**src/rtl/adc_cmp_pkg.sv**
```systemverilog
package adc_cmp_pkg;

    // Sizes
    localparam int NSLOT = 16;               // positions per sequence
    localparam int DW    = 12;               // conversion result width
    localparam int BW    = 16;               // register bus data width
    localparam int AW    = 5;                // register bus address width
    localparam int SW    = $clog2(NSLOT);    // position index width

    // Register word addresses; result block aligned to a multiple of NSLOT
    localparam int A_EN    = 0;
    localparam int A_OP    = 1;
    localparam int A_FLG   = 2;
    localparam int A_START = 3;
    localparam int A_RES   = 16;

    typedef enum logic [2:0] {
        REG_NONE,
        REG_EN,
        REG_OP,
        REG_FLG,
        REG_START,
        REG_RES
    } reg_sel_e;

    typedef struct packed {
        logic          valid;
        logic [SW-1:0] slot;
        logic [DW-1:0] data;
    } conv_t;

    function automatic reg_sel_e decode_addr(input logic [AW-1:0] a);
        int ai;
        ai = int'(a);
        if (ai == A_EN)         return REG_EN;
        else if (ai == A_OP)    return REG_OP;
        else if (ai == A_FLG)   return REG_FLG;
        else if (ai == A_START) return REG_START;
        else if (ai >= A_RES && ai < A_RES + NSLOT) return REG_RES;
        else                    return REG_NONE;
    endfunction

    // op = 1: pass when result above threshold; op = 0: pass when at or below
    function automatic logic cmp_pass(input logic op,
                                      input logic [DW-1:0] res,
                                      input logic [DW-1:0] thr);
        return op ? (res > thr) : (res <= thr);
    endfunction

endpackage

```
**src/rtl/adc_cmp_ctrl.sv**
```systemverilog
module adc_cmp_ctrl
    import adc_cmp_pkg::*;
(
    input  logic             clk,
    input  logic             rst,
    input  logic             we,
    input  reg_sel_e         sel,
    input  logic [BW-1:0]    wdata,
    output logic [NSLOT-1:0] en_q,
    output logic [NSLOT-1:0] op_q,
    output logic             clr_all
);

    always_ff @(posedge clk) begin
        if (rst) begin
            en_q <= '0;
            op_q <= '0;
        end else if (we) begin
            if (sel == REG_EN) en_q <= wdata[NSLOT-1:0];
            if (sel == REG_OP) op_q <= wdata[NSLOT-1:0];
        end
    end

    // sequence-start control: a one in bit 0 wipes the flags
    assign clr_all = we && (sel == REG_START) && wdata[0];

endmodule

```
**src/rtl/adc_cmp_slot.sv**
```systemverilog
module adc_cmp_slot
    import adc_cmp_pkg::*;
#(
    parameter int IDX = 0
) (
    input  logic          clk,
    input  logic          rst,
    input  conv_t         conv,
    input  logic          en_bit,
    input  logic          op_bit,
    input  logic          wr_en,
    input  logic [DW-1:0] wr_data,
    output logic [DW-1:0] val_q,
    output logic          set_flag
);

    localparam logic [SW-1:0] MY_IDX = SW'(IDX);

    logic hit;
    logic pass;

    assign hit  = conv.valid && (conv.slot == MY_IDX);
    assign pass = cmp_pass(op_bit, conv.data, val_q);

    // a plain store (compare off) has priority over a bus write
    always_ff @(posedge clk) begin
        if (rst) begin
            val_q <= '0;
        end else if (hit && !en_bit) begin
            val_q <= conv.data;
        end else if (wr_en) begin
            val_q <= wr_data;
        end
    end

    assign set_flag = hit && (!en_bit || pass);

endmodule

```
**src/rtl/adc_cmp_flags.sv**
```systemverilog
module adc_cmp_flags
    import adc_cmp_pkg::*;
(
    input  logic             clk,
    input  logic             rst,
    input  logic             clr_all,
    input  logic [NSLOT-1:0] set_vec,
    output logic [NSLOT-1:0] flags_q
);

    logic [NSLOT-1:0] kept;

    assign kept = clr_all ? '0 : flags_q;

    always_ff @(posedge clk) begin
        if (rst) flags_q <= '0;
        else     flags_q <= kept | set_vec;
    end

endmodule

```
**src/rtl/adc_cmp_unit.sv**
```systemverilog
module adc_cmp_unit
    import adc_cmp_pkg::*;
(
    input  logic             clk,
    input  logic             rst,
    input  logic             conv_done,
    input  logic [SW-1:0]    conv_slot,
    input  logic [DW-1:0]    conv_data,
    input  logic             bus_we,
    input  logic [AW-1:0]    bus_addr,
    input  logic [BW-1:0]    bus_wdata,
    output logic [BW-1:0]    bus_rdata,
    output logic [NSLOT-1:0] cmp_flags
);

    conv_t                      conv;
    reg_sel_e                   sel;
    logic [SW-1:0]              res_idx;
    logic [NSLOT-1:0]           en_q;
    logic [NSLOT-1:0]           op_q;
    logic                       clr_all;
    logic [NSLOT-1:0]           set_vec;
    logic [NSLOT-1:0][DW-1:0]   slot_val;
    logic [BW-1:0]              rd_next;

    assign conv    = '{valid: conv_done, slot: conv_slot, data: conv_data};
    assign sel     = decode_addr(bus_addr);
    assign res_idx = bus_addr[SW-1:0];

    adc_cmp_ctrl u_ctrl (
        .clk     (clk),
        .rst     (rst),
        .we      (bus_we),
        .sel     (sel),
        .wdata   (bus_wdata),
        .en_q    (en_q),
        .op_q    (op_q),
        .clr_all (clr_all)
    );

    for (genvar i = 0; i < NSLOT; i++) begin : g_slot
        logic wr_this;
        assign wr_this = bus_we && (sel == REG_RES) && (res_idx == SW'(i));

        adc_cmp_slot #(.IDX(i)) u_slot (
            .clk      (clk),
            .rst      (rst),
            .conv     (conv),
            .en_bit   (en_q[i]),
            .op_bit   (op_q[i]),
            .wr_en    (wr_this),
            .wr_data  (bus_wdata[DW-1:0]),
            .val_q    (slot_val[i]),
            .set_flag (set_vec[i])
        );
    end

    adc_cmp_flags u_flags (
        .clk     (clk),
        .rst     (rst),
        .clr_all (clr_all),
        .set_vec (set_vec),
        .flags_q (cmp_flags)
    );

    always_comb begin
        unique case (sel)
            REG_EN:  rd_next = BW'(en_q);
            REG_OP:  rd_next = BW'(op_q);
            REG_FLG: rd_next = BW'(cmp_flags);
            REG_RES: rd_next = BW'(slot_val[res_idx]);
            default: rd_next = '0;
        endcase
    end

    always_ff @(posedge clk) begin
        if (rst) bus_rdata <= '0;
        else     bus_rdata <= rd_next;
    end

endmodule

```
**config.mk**
```make
export PLATFORM = sky130hd
export DESIGN_NAME = adc_cmp_unit
export DESIGN_NICKNAME = d
export VERILOG_FILES = /design/src/rtl/adc_cmp_pkg.sv /design/src/rtl/adc_cmp_ctrl.sv /design/src/rtl/adc_cmp_slot.sv /design/src/rtl/adc_cmp_flags.sv /design/src/rtl/adc_cmp_unit.sv
export SDC_FILE = /design/constraint.sdc
export NUM_CORES = 1
export LEC_CHECK = 0
export BUFFER_PORTS_ARGS = -buffer_cell sky130_fd_sc_hd__buf_4
export CORE_MARGIN = 10
export CORE_UTILIZATION = 44
export CTS_CLUSTER_DIAMETER = 40
export DETAILED_ROUTE_END_ITERATION = 10
export RECOVER_POWER = 50
export SLEW_MARGIN = 20
export SYNTH_ARGS = -nofsm -noshare
export SYNTH_HDL_FRONTEND = slang
export SYNTH_SLANG_ARGS = --single-unit
```
**constraint.sdc**
```tcl
create_clock -name clk -period 2.3 [get_ports clk]
set_input_delay 0 -clock clk [delete_from_list [all_inputs] [get_ports clk]]
set_output_delay 0 -clock clk [all_outputs]
set_load 0.01 [all_outputs]
```
---- After elaboration in Yosys (flattened, before gate mapping) ----
Index checks and enable logic that the tools add are counted.
word-level totals
  output and inout port bits .............. 32
  logic and storage cells ................. 270
  bits of input ports ..................... 41
  register bits after elaboration ......... 256
cells by class
  muxes and demuxes ....................... 57
  bitwise gates (word level) .............. 1
  $lt $le $gt $ge ......................... 34
  reduce and logical (&&, ||, !) cells .... 120
  equality and inequality tests ........... 38
operators with widths
  operator                                                               number
  12-bit two-way mux                                                     33
  12-bit > comparator                                                    16
  12-bit <= comparator                                                   16
  1-bit logical AND                                                      67
  4-bit equality test, second input constant                             16
  16-bit case mux with 4 select lines                                    1
  12-bit binary-select mux with 4-bit select                             1
  4-bit by 3-bit equality test with 1-bit output, second input constant  8
  2-bit nonzero test                                                     16
  4-bit by 2-bit equality test with 1-bit output, second input constant  4
  1-bit logical NOT                                                      16
  1-bit logical OR                                                       16
  1-bit two-way mux                                                      16
  16-bit two-way mux                                                     1
  16-bit OR                                                              1
  3-bit two-way mux                                                      5
  5-bit by 3-bit equality test with 1-bit output, second input constant  2
  4-bit by 1-bit equality test with 1-bit output, second input constant  2
  4-bit logical NOT                                                      2
  3-bit by 2-bit equality test with 1-bit output, second input constant  2
  3-bit equality test, second input constant                             2
  5-bit by 2-bit equality test with 1-bit output, second input constant  1
  5-bit greater-or-equal comparator, second input constant               1
  5-bit logical NOT                                                      1
  3 further kinds                                                        4

---- Logic depth before layout (Yosys ltp) ----
Gate-level depths: netlist of run 1.
  word-level depth ........................ 11
  gate-level depth with buffers ........... 9
  depth with buffers taken out ............ 7

---- Cells and area by module ----
A second synthesis of run 1 with hierarchy kept.
second synthesis, totals
  cell total of the unflattened synthesis .. 2017
  area, all modules ....................... 18958.2 µm²
by module, submodules not included
  module                                cells each  instances  area each (µm²)  sequential area each (µm²)
  adc_cmp_slot (g_slot[10].u_slot ...)  98          4          933.4            240.2
  adc_cmp_unit                          257         1          2541.2           320.3
  adc_cmp_slot (g_slot[4].u_slot ...)   98          2          938.4            240.2
  adc_cmp_slot (g_slot[1].u_slot ...)   98          2          917.1            240.2
  adc_cmp_slot (g_slot[11].u_slot ...)  98          2          878.3            240.2
  adc_cmp_slot (g_slot[13].u_slot ...)  97          2          867.1            240.2
  adc_cmp_slot (g_slot[12].u_slot ...)  98          2          863.3            240.2
  adc_cmp_ctrl                          127         1          1376.3           640.6
  adc_cmp_slot (g_slot[0].u_slot)       98          1          919.6            240.2
  adc_cmp_slot (g_slot[15].u_slot)      98          1          865.8            240.2
  adc_cmp_flags                         67          1          593.1            320.3

---- Worst setup path before layout of run 1 ----
OpenSTA, ideal clock, no wires.
  kind .................................... input port to flip-flop
  start ................................... input conv_data[0]
  end ..................................... register u_flags.flags_q[1]
  library setup time ...................... 0.127 ns
  buffers on the path ..................... 2
  data arrival time ....................... 1.744 ns
  data required time ...................... 2.173 ns
  cell stages on the path ................. 9
  path slack .............................. 0.428 ns
  cell sequence ........................... clkbuf_1 > clkbuf_1 > inv_1 > ha_1 > nor2b_1 > o211ai_1 > a211o_1 > a211oi_1 > nor3_1
on the way
  word-level cells in the longest chain between the ends .. 5
  elaborated cells on any way between the ends .. 6
  classes of those cells .................. order compare (2); mux (1); bitwise (1); reduce/logical (2)
ends and longest elaborated chain
  what                                                         RTL line             RTL
  start: declaration                                           adc_cmp_unit.sv:8    input logic [DW-1:0] conv_data,
  12-bit <= comparator or 12-bit > comparator (tied branches)  adc_cmp_pkg.sv:47    return op ? (res > thr) : (res <= thr);
  1-bit two-way mux (*)                                        adc_cmp_pkg.sv:47
  1-bit logical OR (*)                                         adc_cmp_slot.sv:36   assign set_flag = hit && (!en_bit || pass);
  1-bit logical AND (*)                                        adc_cmp_slot.sv:36
  16-bit OR (*)                                                adc_cmp_flags.sv:17  else flags_q <= kept | set_vec;
  end signal: assignment                                       adc_cmp_flags.sv:17
  end: declaration                                             adc_cmp_flags.sv:8   output logic [NSLOT-1:0] flags_q
Mark *: on every way between the ends. The rest lies on a longest branch, timed or not.
A chain may end at the register's enable or synchronous reset.

==> summary.md, run 1 <==
| Metric | Value |
|---|---|
| Status | `finished with violations` |
| Failing checks | `capacitance limit, slew limit` |
| Clock latency on the worst-skew pair | `0.60 ns` |
| ANT nets after route | `0` |
| Setup crit end | `u_flags.flags_q[7]` |
| Clock root buffer | `clkbuf_16` |
| F_max | `0.473 GHz` |
| Vias per cell | `6.23` |
| Psw | `3990 uW` |
| Ys async rst share | `0%` |
| RR Endpoint | `u_flags.flags_q[1]` |
| Initial Util | `44.9%` |
| Critical path launch point | `rst` |
| Synth-to-layout area growth | `17.3%` |
| Yosys warning total | `0` |
| Chip height | `225 um` |
| CTS Buffer Depth | `3` |
| Total global-route track usage | `27.1%` |
| EDFF count, synth | `0` |
| Crit share post-route | `92.0%` |
| Core Box Area | `41100 um^2` |
| Lkg Pwr | `0.00777 uW` |
| Final Setup Violations | `0` |
| Die X | `225 um` |
| Setup Crit Path Kind | `in -> reg` |
| Hold buffers post-CTS | `33` |
| Slew Limit Fails | `66` |
| Die ar. | `50500 um^2` |
| Synthesized Nets | `2409` |
| Power share of the combinational group | `12.4%` |
| Slew headroom | `-5.05%` |
| Worst-Margin Slew | `1.58 ns` |
| Clock network power share | `55.1%` |
| Worst Hold Class | `in -> reg` |
| Vias in the first global route | `17000` |
| Routability Congestion | `0.961` |
| Synth area leaders | `dfxtp_1, ha_1, mux2i_1, a211oi_1, mux4_2` |
| Top FF cell, synth | `dfxtp_1` |
| Sequential power share | `32.6%` |
| Top cell type by total area after synthesis | `dfxtp_1` |
| Clk_skew | `0.0285 ns` |
| CTS sink count | `256` |
| WL final | `69400 um` |
| Hold Violations, Final | `0` |
| Row cnt | `74` |
| Final core occ | `52.6%` |
| Max Cap Viol | `1` |
| Switching Share | `27.9%` |
| Largest net degree at the start of global routing | `66` |
| Layout cell share with drive strength beyond 1 | `12.1%` |
| Postcts setup bufs | `0` |
| Crit path launch type | `input port` |
| Dpl hpwl | `48700 um` |
| Routed wire per std cell | `24.6 um` |
| CP Data Required Time | `2.76 ns` |
| Reg2Reg Depth | `7` |
| Wire length of the first global-routing pass | `106000 um` |
| CP endpoint kind | `register` |
| Reg clk slew, reported paths | `0.05 ns` |
| TritonRoute pass-1 iters | `5` |
| CP arrival | `2.58 ns` |
| DR vias | `17500` |
| Internal power | `10300 uW` |
| Starting DRT DRC Count | `1972` |
| Share of the synthesized area in the top cell type | `27.8%` |
| CTS tree | `built` |
| Synth Cell Area | `18400 um^2` |
| Post-synthesis sequential area ratio | `27.8%` |
| Residual DRC | `0` |
| IO buf count | `72` |
| Worst Path Max Fanout | `65` |
| Critical R2R Launch | `g_slot[1].u_slot.val_q[10]` |
| RSZ-0062 raised after global routing | `false` |
| Total gr overflow | `0` |
| Layout net count | `2472` |
| Post-CTS resize count | `0` |
| Fin crit period | `2.12 ns` |
| FF+latch count, synth | `256` |
| Synth cell types | `45` |
| Mean area per synthesized cell | `8.48 um^2` |
| Cells after synthesis | `2176` |
| Power per cell area | `663 nW/um^2` |
| # H-tree levels | `2` |
| I/O pin count | `73` |
| Sum Neg Setup Slack | `0 ns` |
| Most frequent cells in the layout | `dfxtp_1, nor2_1, mux2i_1, inv_1, ha_1` |
| Setup slack, reg-to-reg | `0.35 ns` |
| Cts bufs inserted | `51` |
| Initial antenna violation count | `2` |
| Max VDD drop | `0.545 mV` |
| Commonest non-fill, non-tap cell in the layout | `dfxtp_1` |
## routing by layer
metal | part of all wire (%) | global-route usage, % | vias up
li1 | - | - | 8094
met4 | 4.4 | 12.0 | 0
met5 | 0 | 0 | -
met3 | 9.5 | 5.43 | 182
met2 | 43 | 41.0 | 856
met1 | 43 | 36.6 | 8400
## state kept, by name (all words and copies together) (netlist names)
| name | cells |
|---|---|
| g_slot.u_slot.val_q | 192 |
| bus_rdata | 16 |
| u_ctrl.op_q | 16 |
| u_flags.flags_q | 16 |
| u_ctrl.en_q | 16 |
## worst min path at each step
stage,start,endpoint,slack (ns),depth (start not counted)
4_1_cts,bus_addr[3],g_slot[0].u_slot.val_q[1],0.007,5
3_5_place_dp,bus_wdata[15],u_ctrl.op_q[15],0.28,3
5_1_grt,bus_addr[3],g_slot[0].u_slot.val_q[1],0.04,5
2_1_floorplan,bus_wdata[12],u_ctrl.en_q[12],0.14,2
3_3_place_gp,bus_wdata[14],u_ctrl.op_q[14],0.27,3
6_report,bus_addr[3],g_slot[0].u_slot.val_q[1],0.03,5
## power groups by stage
stage	combinational [uW]	sequential [uW]	clock, uW
2_1_floorplan	1050	4700	0
3_3_place_gp	1630	4750	0
3_5_place_dp	1690	4750	0
4_1_cts	1750	4660	7940
5_1_grt	1930	4670	8160
6_report	1770	4670	7900
## synthesized netlist by cell type (all sizes together) (12+ instances only)
master,instances
dfxtp,256
nor2,223
mux2i,208
inv,194
ha,192
a211oi,185
a21oi,132
nand2,125
clkbuf,120
nand3,74
nand4,70
buf,59
mux4,48
o21ai,44
nor3,35
a21o,24
a311oi,24
nand2b,22
nor2b,19
and2,17
a211o,16
and4,16
o211ai,16
o22ai,16
o311ai,16
o22a,12
## per-stage QoR
step / total power (uW) / worst slack (ns) / cell area, um^2 / hold WS (ns) / instances
4_1_cts: 14400 / 0.274 / 21800 / 0.00729 / 2814
5_1_grt: 14800 / 0.102 / 21600 / 0.0355 / 2815
3_5_place_dp: 6440 / 0.275 / 19600 / 0.277 / 2685
6_report: 14300 / 0.185 / 21600 / 0.0298 / 2815
2_1_floorplan: 5750 / 0.428 / 18400 / 0.136 / 2176
3_3_place_gp: 6380 / 0.281 / 19600 / 0.274 / 2685
## cells by family (layout without fill, tap and decap cells)
logic type,after synthesis,after routing,share of synthesized area [%]
AOI/OAI and AO/OA,485,485,18.1
adders and majority gates,192,192,13.0
buffers and inverters,373,479,8.08
DFF,256,256,27.8
muxes,256,256,17.1
other,0,1,0
and+or+nand+nor,614,614,15.8
## cell type report
type / instances / area (um^2)
inverter: 194 / 728
sequential: 256 / 5120
multi-input combinational: 1547 / 11800
timing repair buffer: 189 / 1450
fill: 3863 / 19500
antenna: 1 / 2.50
tap: 532 / 666
clock buffer: 59 / 1390
clock inverter: 37 / 437
## critical path, stage by stage
cell	delay, ns
dlygate4sd3_1	0.56
buf_6	0.39
clkbuf_2	1.24
a21oi_1	0.14
o311ai_1	0.15
nor3_1	0.07
No activity file was read; power rests on OpenSTA's default activity.
==> run 2, diff against run 1 <==
--- a/config.mk
+++ b/config.mk
@@ -5,6 +5,7 @@
 export SDC_FILE = /design/constraint.sdc
 export NUM_CORES = 1
 export LEC_CHECK = 0
+export ABC_AREA = 1
 export BUFFER_PORTS_ARGS = -buffer_cell sky130_fd_sc_hd__buf_4
 export CORE_MARGIN = 10
 export CORE_UTILIZATION = 44
==> summary.md, run 2 <==
| Metric | Value |
|---|---|
| Die ar. | `47900 um^2` |
| Slowest cell on crit path | `clkbuf_2` |
| Routed wire per std cell | `22.5 um` |
| Max reg flops | `192` |
| Crit path launch type | `input port` |
| Crit share post-route | `96.0%` |
| Top cell type by total area after synthesis | `dfxtp_1` |
| Chip height | `219 um` |
| WL final | `70400 um` |
| Initial antenna violation count | `0` |
| Cts bufs inserted | `48` |
| F_max | `0.453 GHz` |
| Synth-to-layout area growth | `17.0%` |
| Slew headroom | `29.4%` |
| IO buf count | `72` |
| Residual DRC | `0` |
| Setup Crit Path Kind | `in -> reg` |
| Clock latency on the worst-skew pair | `0.60 ns` |
| Max VDD drop | `0.527 mV` |
| Synth Cell Area | `17400 um^2` |
| I/O pin count | `73` |
| Synthesized Nets | `2749` |
| CP Cell Sequence | `dlygate4sd3_1 > buf_4 > inv_2 > nand2_2 > buf_12 > nor2_1 > inv_1 > nor2_1 > inv_1 > clkbuf_2 > o21ai_0 > a21oi_1` |
| CTS tree | `built` |
| Worst Path Max Fanout | `49` |
| Clk_skew | `0.0248 ns` |
| Synth cell types | `28` |
| Clock root buffer | `clkbuf_16` |
| Worst-Margin Slew | `1.06 ns` |
| Top reg by flops | `g_slot.u_slot.val_q` |
| Final instance area | `20400 um^2` |
| Status | `finished clean` |
| Most frequent cells in the layout | `inv_1, nand2_1, a21oi_1, dfxtp_1, o21ai_0` |
| Starting DRT DRC Count | `2074` |
| Yosys warning total | `0` |
| Layout net count | `2806` |
| Core Box Area | `38900 um^2` |
| CTS Buffer Depth | `3` |
| Largest net degree at the start of global routing | `83` |
| CP delay by family, top | `buffers and inverters` |
| Fin crit period | `2.21 ns` |
| Initial Util | `44.7%` |
| CP Data Required Time | `2.81 ns` |
| Dpl hpwl | `47000 um` |
| Vias in the first global route | `17000` |
| Most numerous cell in the Yosys netlist | `inv_1` |
| Total gr overflow | `0` |
| RSZ-0062 raised after global routing | `true` |
| Postcts setup bufs | `0` |
| Most frequent cells after synthesis | `inv_1, nand2_1, a21oi_1, dfxtp_1, o21ai_0` |
| Lkg Pwr | `0.00883 uW` |
| Max Cap Viol | `0` |
| CP arrival | `2.72 ns` |
| DP Worst Slack | `0.299 ns` |
| Top FF cell, synth | `dfxtp_1` |
| PnR worst setup slack | `0.0920 ns` |
| Wire length of the first global-routing pass | `105000 um` |
| Power per cell area | `700 nW/um^2` |
| Mean area per synthesized cell | `6.92 um^2` |
| TritonRoute pass-1 iters | `6` |
| Vias per cell | `5.88` |
| EDFF count, synth | `0` |
| Final Setup Violations | `0` |
| CP endpoint kind | `register` |
| Post-DP Area | `18400 um^2` |
| FF+latch count, synth | `256` |
| ANT nets after route | `0` |
| Slew Limit Fails | `0` |
| Largest stage delay on the critical path | `0.58 ns` |
| CTS sink count | `256` |
| # H-tree levels | `2` |
| Commonest non-fill, non-tap cell in the layout | `inv_1` |
| Worst Path Buf+Inv | `7` |
| Die X | `219 um` |
| Synth area leaders | `dfxtp_1, ha_1, inv_1, nand2_1, a21oi_1` |
| ANT cells | `0` |
| Worst Hold Class | `in -> reg` |
| Layout cell share with drive strength beyond 1 | `7.58%` |
| Ys async rst share | `0%` |
| Reg clk slew, reported paths | `0.06 ns` |
| Cells after synthesis | `2516` |
| Routability Congestion | `0.966` |
| Hold Violations, Final | `0` |
| Share of the synthesized area in the top cell type | `29.4%` |
| Row cnt | `72` |
| Total global-route track usage | `28.5%` |
| DR vias | `18400` |
| Post-synthesis sequential area ratio | `29.4%` |
-- run 2: what timing repair did --
| action | in CTS | in global routing |
|---|---|---|
| hold endpoints to repair | 249 | 0 |
| endpoints found under the setup margin | 0 | 2 |
| resized for setup | 0 | 0 |
| hold buffers | 40 | 0 |
-- run 2: final timing paths --
| check | from | to | slack, ns | cells after the start |
|---|---|---|---|---|
| min | bus_wdata[0] | u_ctrl.en_q[0] | 0.05 | 4 |
| min reg2reg | u_flags.flags_q[8] | u_flags.flags_q[8] | 0.48 | 2 |
| max reg2reg | g_slot[2].u_slot.val_q[6] | u_flags.flags_q[2] | 0.44 | 11 |
| max | bus_addr[1] | u_ctrl.op_q[12] | 0.09 | 12 |
-- run 2: cell families (layout without fill, tap and decap cells) --
group           count (synthesis)  in the layout  synth area share, %
simple gates                  608            608                 14.3
flops                         256            256                 29.4
buf+inv                       599            696                 13.4
fa+ha+maj                     192            192                 13.8
compound gates                861            861                 29.1
-- run 2: cell type report --
| type | instances | area, um^2 |
|---|---|---|
| flip-flops and latches | 256 | 5120 |
| clock buffers | 52 | 1260 |
| well taps | 518 | 648 |
| inverters | 436 | 1640 |
| fillers | 3833 | 18500 |
| clock inverters | 38 | 435 |
| repair buffers | 170 | 1310 |
| multi-input cells | 1661 | 9960 |
-- run 2: power breakdown --
| part | switching, uW | leakage (uW) | internal [uW] |
|---|---|---|---|
| Sequential | 80.8 | 0.00207 | 4560 |
| Combinational | 1380 | 0.00594 | 676 |
| Clock | 2930 | 0.000815 | 4650 |
-- run 2: metal layers --
layer | routed length, um | GRT usage [%] | share of wire (%)
met1 | 29600 | 37.3 | 42
met2 | 30600 | 44.1 | 43
met3 | 6330 | 4.80 | 9.0
met4 | 3880 | 15.4 | 5.5
met5 | 0 | 0 | 0
-- run 2: through the flow --
step | TNS [ns] | total power, uW | util (%) | hold slack, ns | cells
3_3_place_gp | 0 | 6640 | 47.4 | 0.298 | 3001
2_1_floorplan | 0 | 5900 | - | 0.152 | 2516
6_report | 0 | 14300 | 52.4 | 0.0454 | 3131
3_5_place_dp | 0 | 6690 | 47.4 | 0.314 | 3001
4_1_cts | 0 | 14300 | 52.8 | 0.00480 | 3131
5_1_grt | -0.0370 | 14700 | 52.4 | 0.0252 | 3131
-- run 2: worst min-delay path, cell delays in order --
cell and delay [ns]:
buf_4 0.15, buf_4 0.26, nand2_1 0.11, a21oi_1 0.05
==> run 3, diff against run 2 <==
--- a/config.mk
+++ b/config.mk
@@ -15,4 +15,5 @@
 export SLEW_MARGIN = 20
 export SYNTH_ARGS = -nofsm -noshare
 export SYNTH_HDL_FRONTEND = slang
+export SYNTH_HIERARCHICAL = 1
 export SYNTH_SLANG_ARGS = --single-unit
==> summary.md, run 3 <==
| Metric | Value |
|---|---|
| Layout cell share with drive strength beyond 1 | `14.2%` |
| Most Frequent Cell on Critical Path | `dlygate4sd3_1` |
| Die ar. | `56100 um^2` |
| CTS sink count | `256` |
| Sum Neg Setup Slack | `0 ns` |
| Sequential power share | `28.9%` |
| Die X | `237 um` |
| Dpl hpwl | `46800 um` |
| Synth area leaders | `dfxtp_1, nand2_1, ha_1, a211oi_2, nor2_1` |
| Row cnt | `79` |
| Reg clk slew, reported paths | `0.05 ns` |
| Ys async rst share | `0%` |
| Most frequent cells after synthesis | `nand2_1, nor2_1, inv_1, a21oi_1, dfxtp_1` |
| CP Cell Sequence | `clkbuf_1 > dlygate4sd3_1 > nor2_4 > nand2_1 > nand2_2 > inv_2 > nor2_4 > nand3_1 > dlygate4sd3_1 > nand2_1 > nor2_1 > dlygate4sd3_1` |
| WL final | `71800 um` |
| F_max | `0.444 GHz` |
| Synth Cell Area | `20700 um^2` |
| Starting DRT DRC Count | `1819` |
| Vias in the first global route | `18800` |
| Clock root buffer | `clkbuf_16` |
| Total global-route track usage | `24.4%` |
| Wire length of the first global-routing pass | `108000 um` |
| Synth cell types | `40` |
| EDFF count, synth | `0` |
| Number of fill cells | `4587` |
| Layout net count | `3458` |
| RSZ-0062 raised after global routing | `false` |
| IO buf count | `72` |
| CTS Buffer Depth | `3` |
| Share of the synthesized area in the top cell type | `24.8%` |
| # H-tree levels | `2` |
| Total gr overflow | `0` |
| Synthesized Nets | `3358` |
| Top reg by flops | `g_slot.u_slot/val_q` |
| Clock network power share | `57.8%` |
| Fin crit period | `2.25 ns` |
| CP endpoint kind | `register` |
| Routed wire per std cell | `18.5 um` |
| Clk_skew | `0.0452 ns` |
| Commonest non-fill, non-tap cell in the layout | `nand2_1` |
| DR vias | `20400` |
| Met2 Use GR | `38.8%` |
| Final Setup Violations | `0` |
| Met1 usage | `32.4%` |
| Most frequent cells in the layout | `nand2_1, nor2_1, inv_1, a21oi_1, dfxtp_1` |
| Initial Util | `44.5%` |
| Cts bufs inserted | `60` |
| Top cell type by total area after synthesis | `dfxtp_1` |
| Residual DRC | `0` |
| Vias per cell | `5.25` |
| FF+latch count, synth | `256` |
| Setup Crit Path Kind | `in -> reg` |
| Internal power | `11500 uW` |
| Worst-Margin Slew | `1.42 ns` |
| Lkg Pwr | `0.0111 uW` |
| Largest stage delay on the critical path | `0.63 ns` |
| Final core occ | `52.0%` |
| Slew headroom | `4.70%` |
| Crit share post-route | `98.0%` |
| Worst Hold Class | `in -> reg` |
| Psw | `4600 uW` |
| Cells after synthesis | `3125` |
| Power share of the combinational group | `13.3%` |
| Status | `finished clean` |
| Met3 Usage GRT | `3.84%` |
| Largest net degree at the start of global routing | `86` |
| Slew Limit Fails | `0` |
| Chip height | `237 um` |
| Max Cap Viol | `0` |
| Slowest cell on crit path | `dlygate4sd3_1` |
| Global route hottest layer | `met2` |
| CTS tree | `built` |
| Top FF cell, synth | `dfxtp_1` |
| TritonRoute pass-1 iters | `6` |
| Power per cell area | `667 nW/um^2` |
| Max VDD drop | `0.697 mV` |
| Switching Share | `28.6%` |
| Crit path launch type | `input port` |
| Max reg flops | `192` |
| Routability Congestion | `0.915` |
| CP arrival | `2.75 ns` |
| I/O pin count | `73` |
| Core Box Area | `46500 um^2` |
| CP Data Required Time | `2.80 ns` |
| Hold Violations, Final | `0` |
| Clock latency on the worst-skew pair | `0.66 ns` |
| Synth-to-layout area growth | `16.9%` |
| Most numerous cell in the Yosys netlist | `nand2_1` |
| ANT nets after route | `0` |
| Post-synthesis sequential area ratio | `24.8%` |
| Initial antenna violation count | `2` |
| Mean area per synthesized cell | `6.62 um^2` |
| Worst Path Max Fanout | `6` |
| Yosys warning total | `6` |
==> run 3: cell families after synthesis <==
logic type      synth area share [%]
compound gates                  19.2
fa+ha+maj                       11.6
buf+inv                         12.2
simple gates                    31.6
mux                            0.678
flops                           24.8
==> run 3: metrics by stage <==
stage / cells / cell area [um^2] / hold slack (ns) / power (uW) / setup WS, ns
final: 3885 / 24200 / 0.0809 / 16100 / 0.0458
after global routing: 3885 / 24200 / 0.0885 / 16700 / 0.0148
after CTS: 3882 / 24200 / 0.0414 / 16200 / 0.00948
after detailed placement: 3722 / 21500 / 0.372 / 6780 / 0.450
after global placement: 3722 / 21500 / 0.362 / 6730 / 0.434
after floorplan: 3125 / 20700 / 0.0691 / 6010 / 0.721
==> run 3: routing by layer <==
metal | part of all wire [%] | vias up
met1 | 45 | 9372
met5 | 0 | -
li1 | - | 10200
met4 | 3.7 | 0
met3 | 6.9 | 156
met2 | 44 | 693
==> run 3: repair_timing <==
action,CTS,global route
setup endpoints to repair,0,2
setup buffers,0,2
hold buffers,46,0
endpoints found under the hold margin,245,0
resized for setup,0,39
==> run 3: area by class of cell <==
type	count	area, um^2	area share (%)
inverter	417	1570	6.50
clock inverter	39	562	2.32
sequential	256	5130	21.2
antenna	1	2.50	0.0104
tap	607	759	3.14
multi-input combinational	2318	13100	54.3
clock buffer	75	1650	6.82
timing repair buffer	172	1370	5.67
==> run 3: power groups by stage <==
stage | clock network (uW) | logic, uW | registers [uW]
global route | 9590 | 2390 | 4670
finish | 9310 | 2150 | 4660
detailed placement | 0 | 2040 | 4740
global placement | 0 | 1990 | 4740
CTS | 9410 | 2110 | 4650
floorplan | 0 | 1300 | 4710
==> run 3: worst paths after layout <==
check / from / to / slack, ns / cells past startpoint
min: bus_addr[0] / bus_rdata[9] / 0.08 / 6
max: bus_addr[4] / u_ctrl/op_q[15] / 0.05 / 12
max reg2reg: u_ctrl/en_q[4] / g_slot[4].u_slot/val_q[5] / 0.42 / 5
min reg2reg: u_flags/flags_q[14] / u_flags/flags_q[14] / 0.49 / 2
==> run 3: critical path, delay by kind of cell <==
kind,cells,cell delay [ns]
buf+inv,5,1.96
simple gates,7,0.79
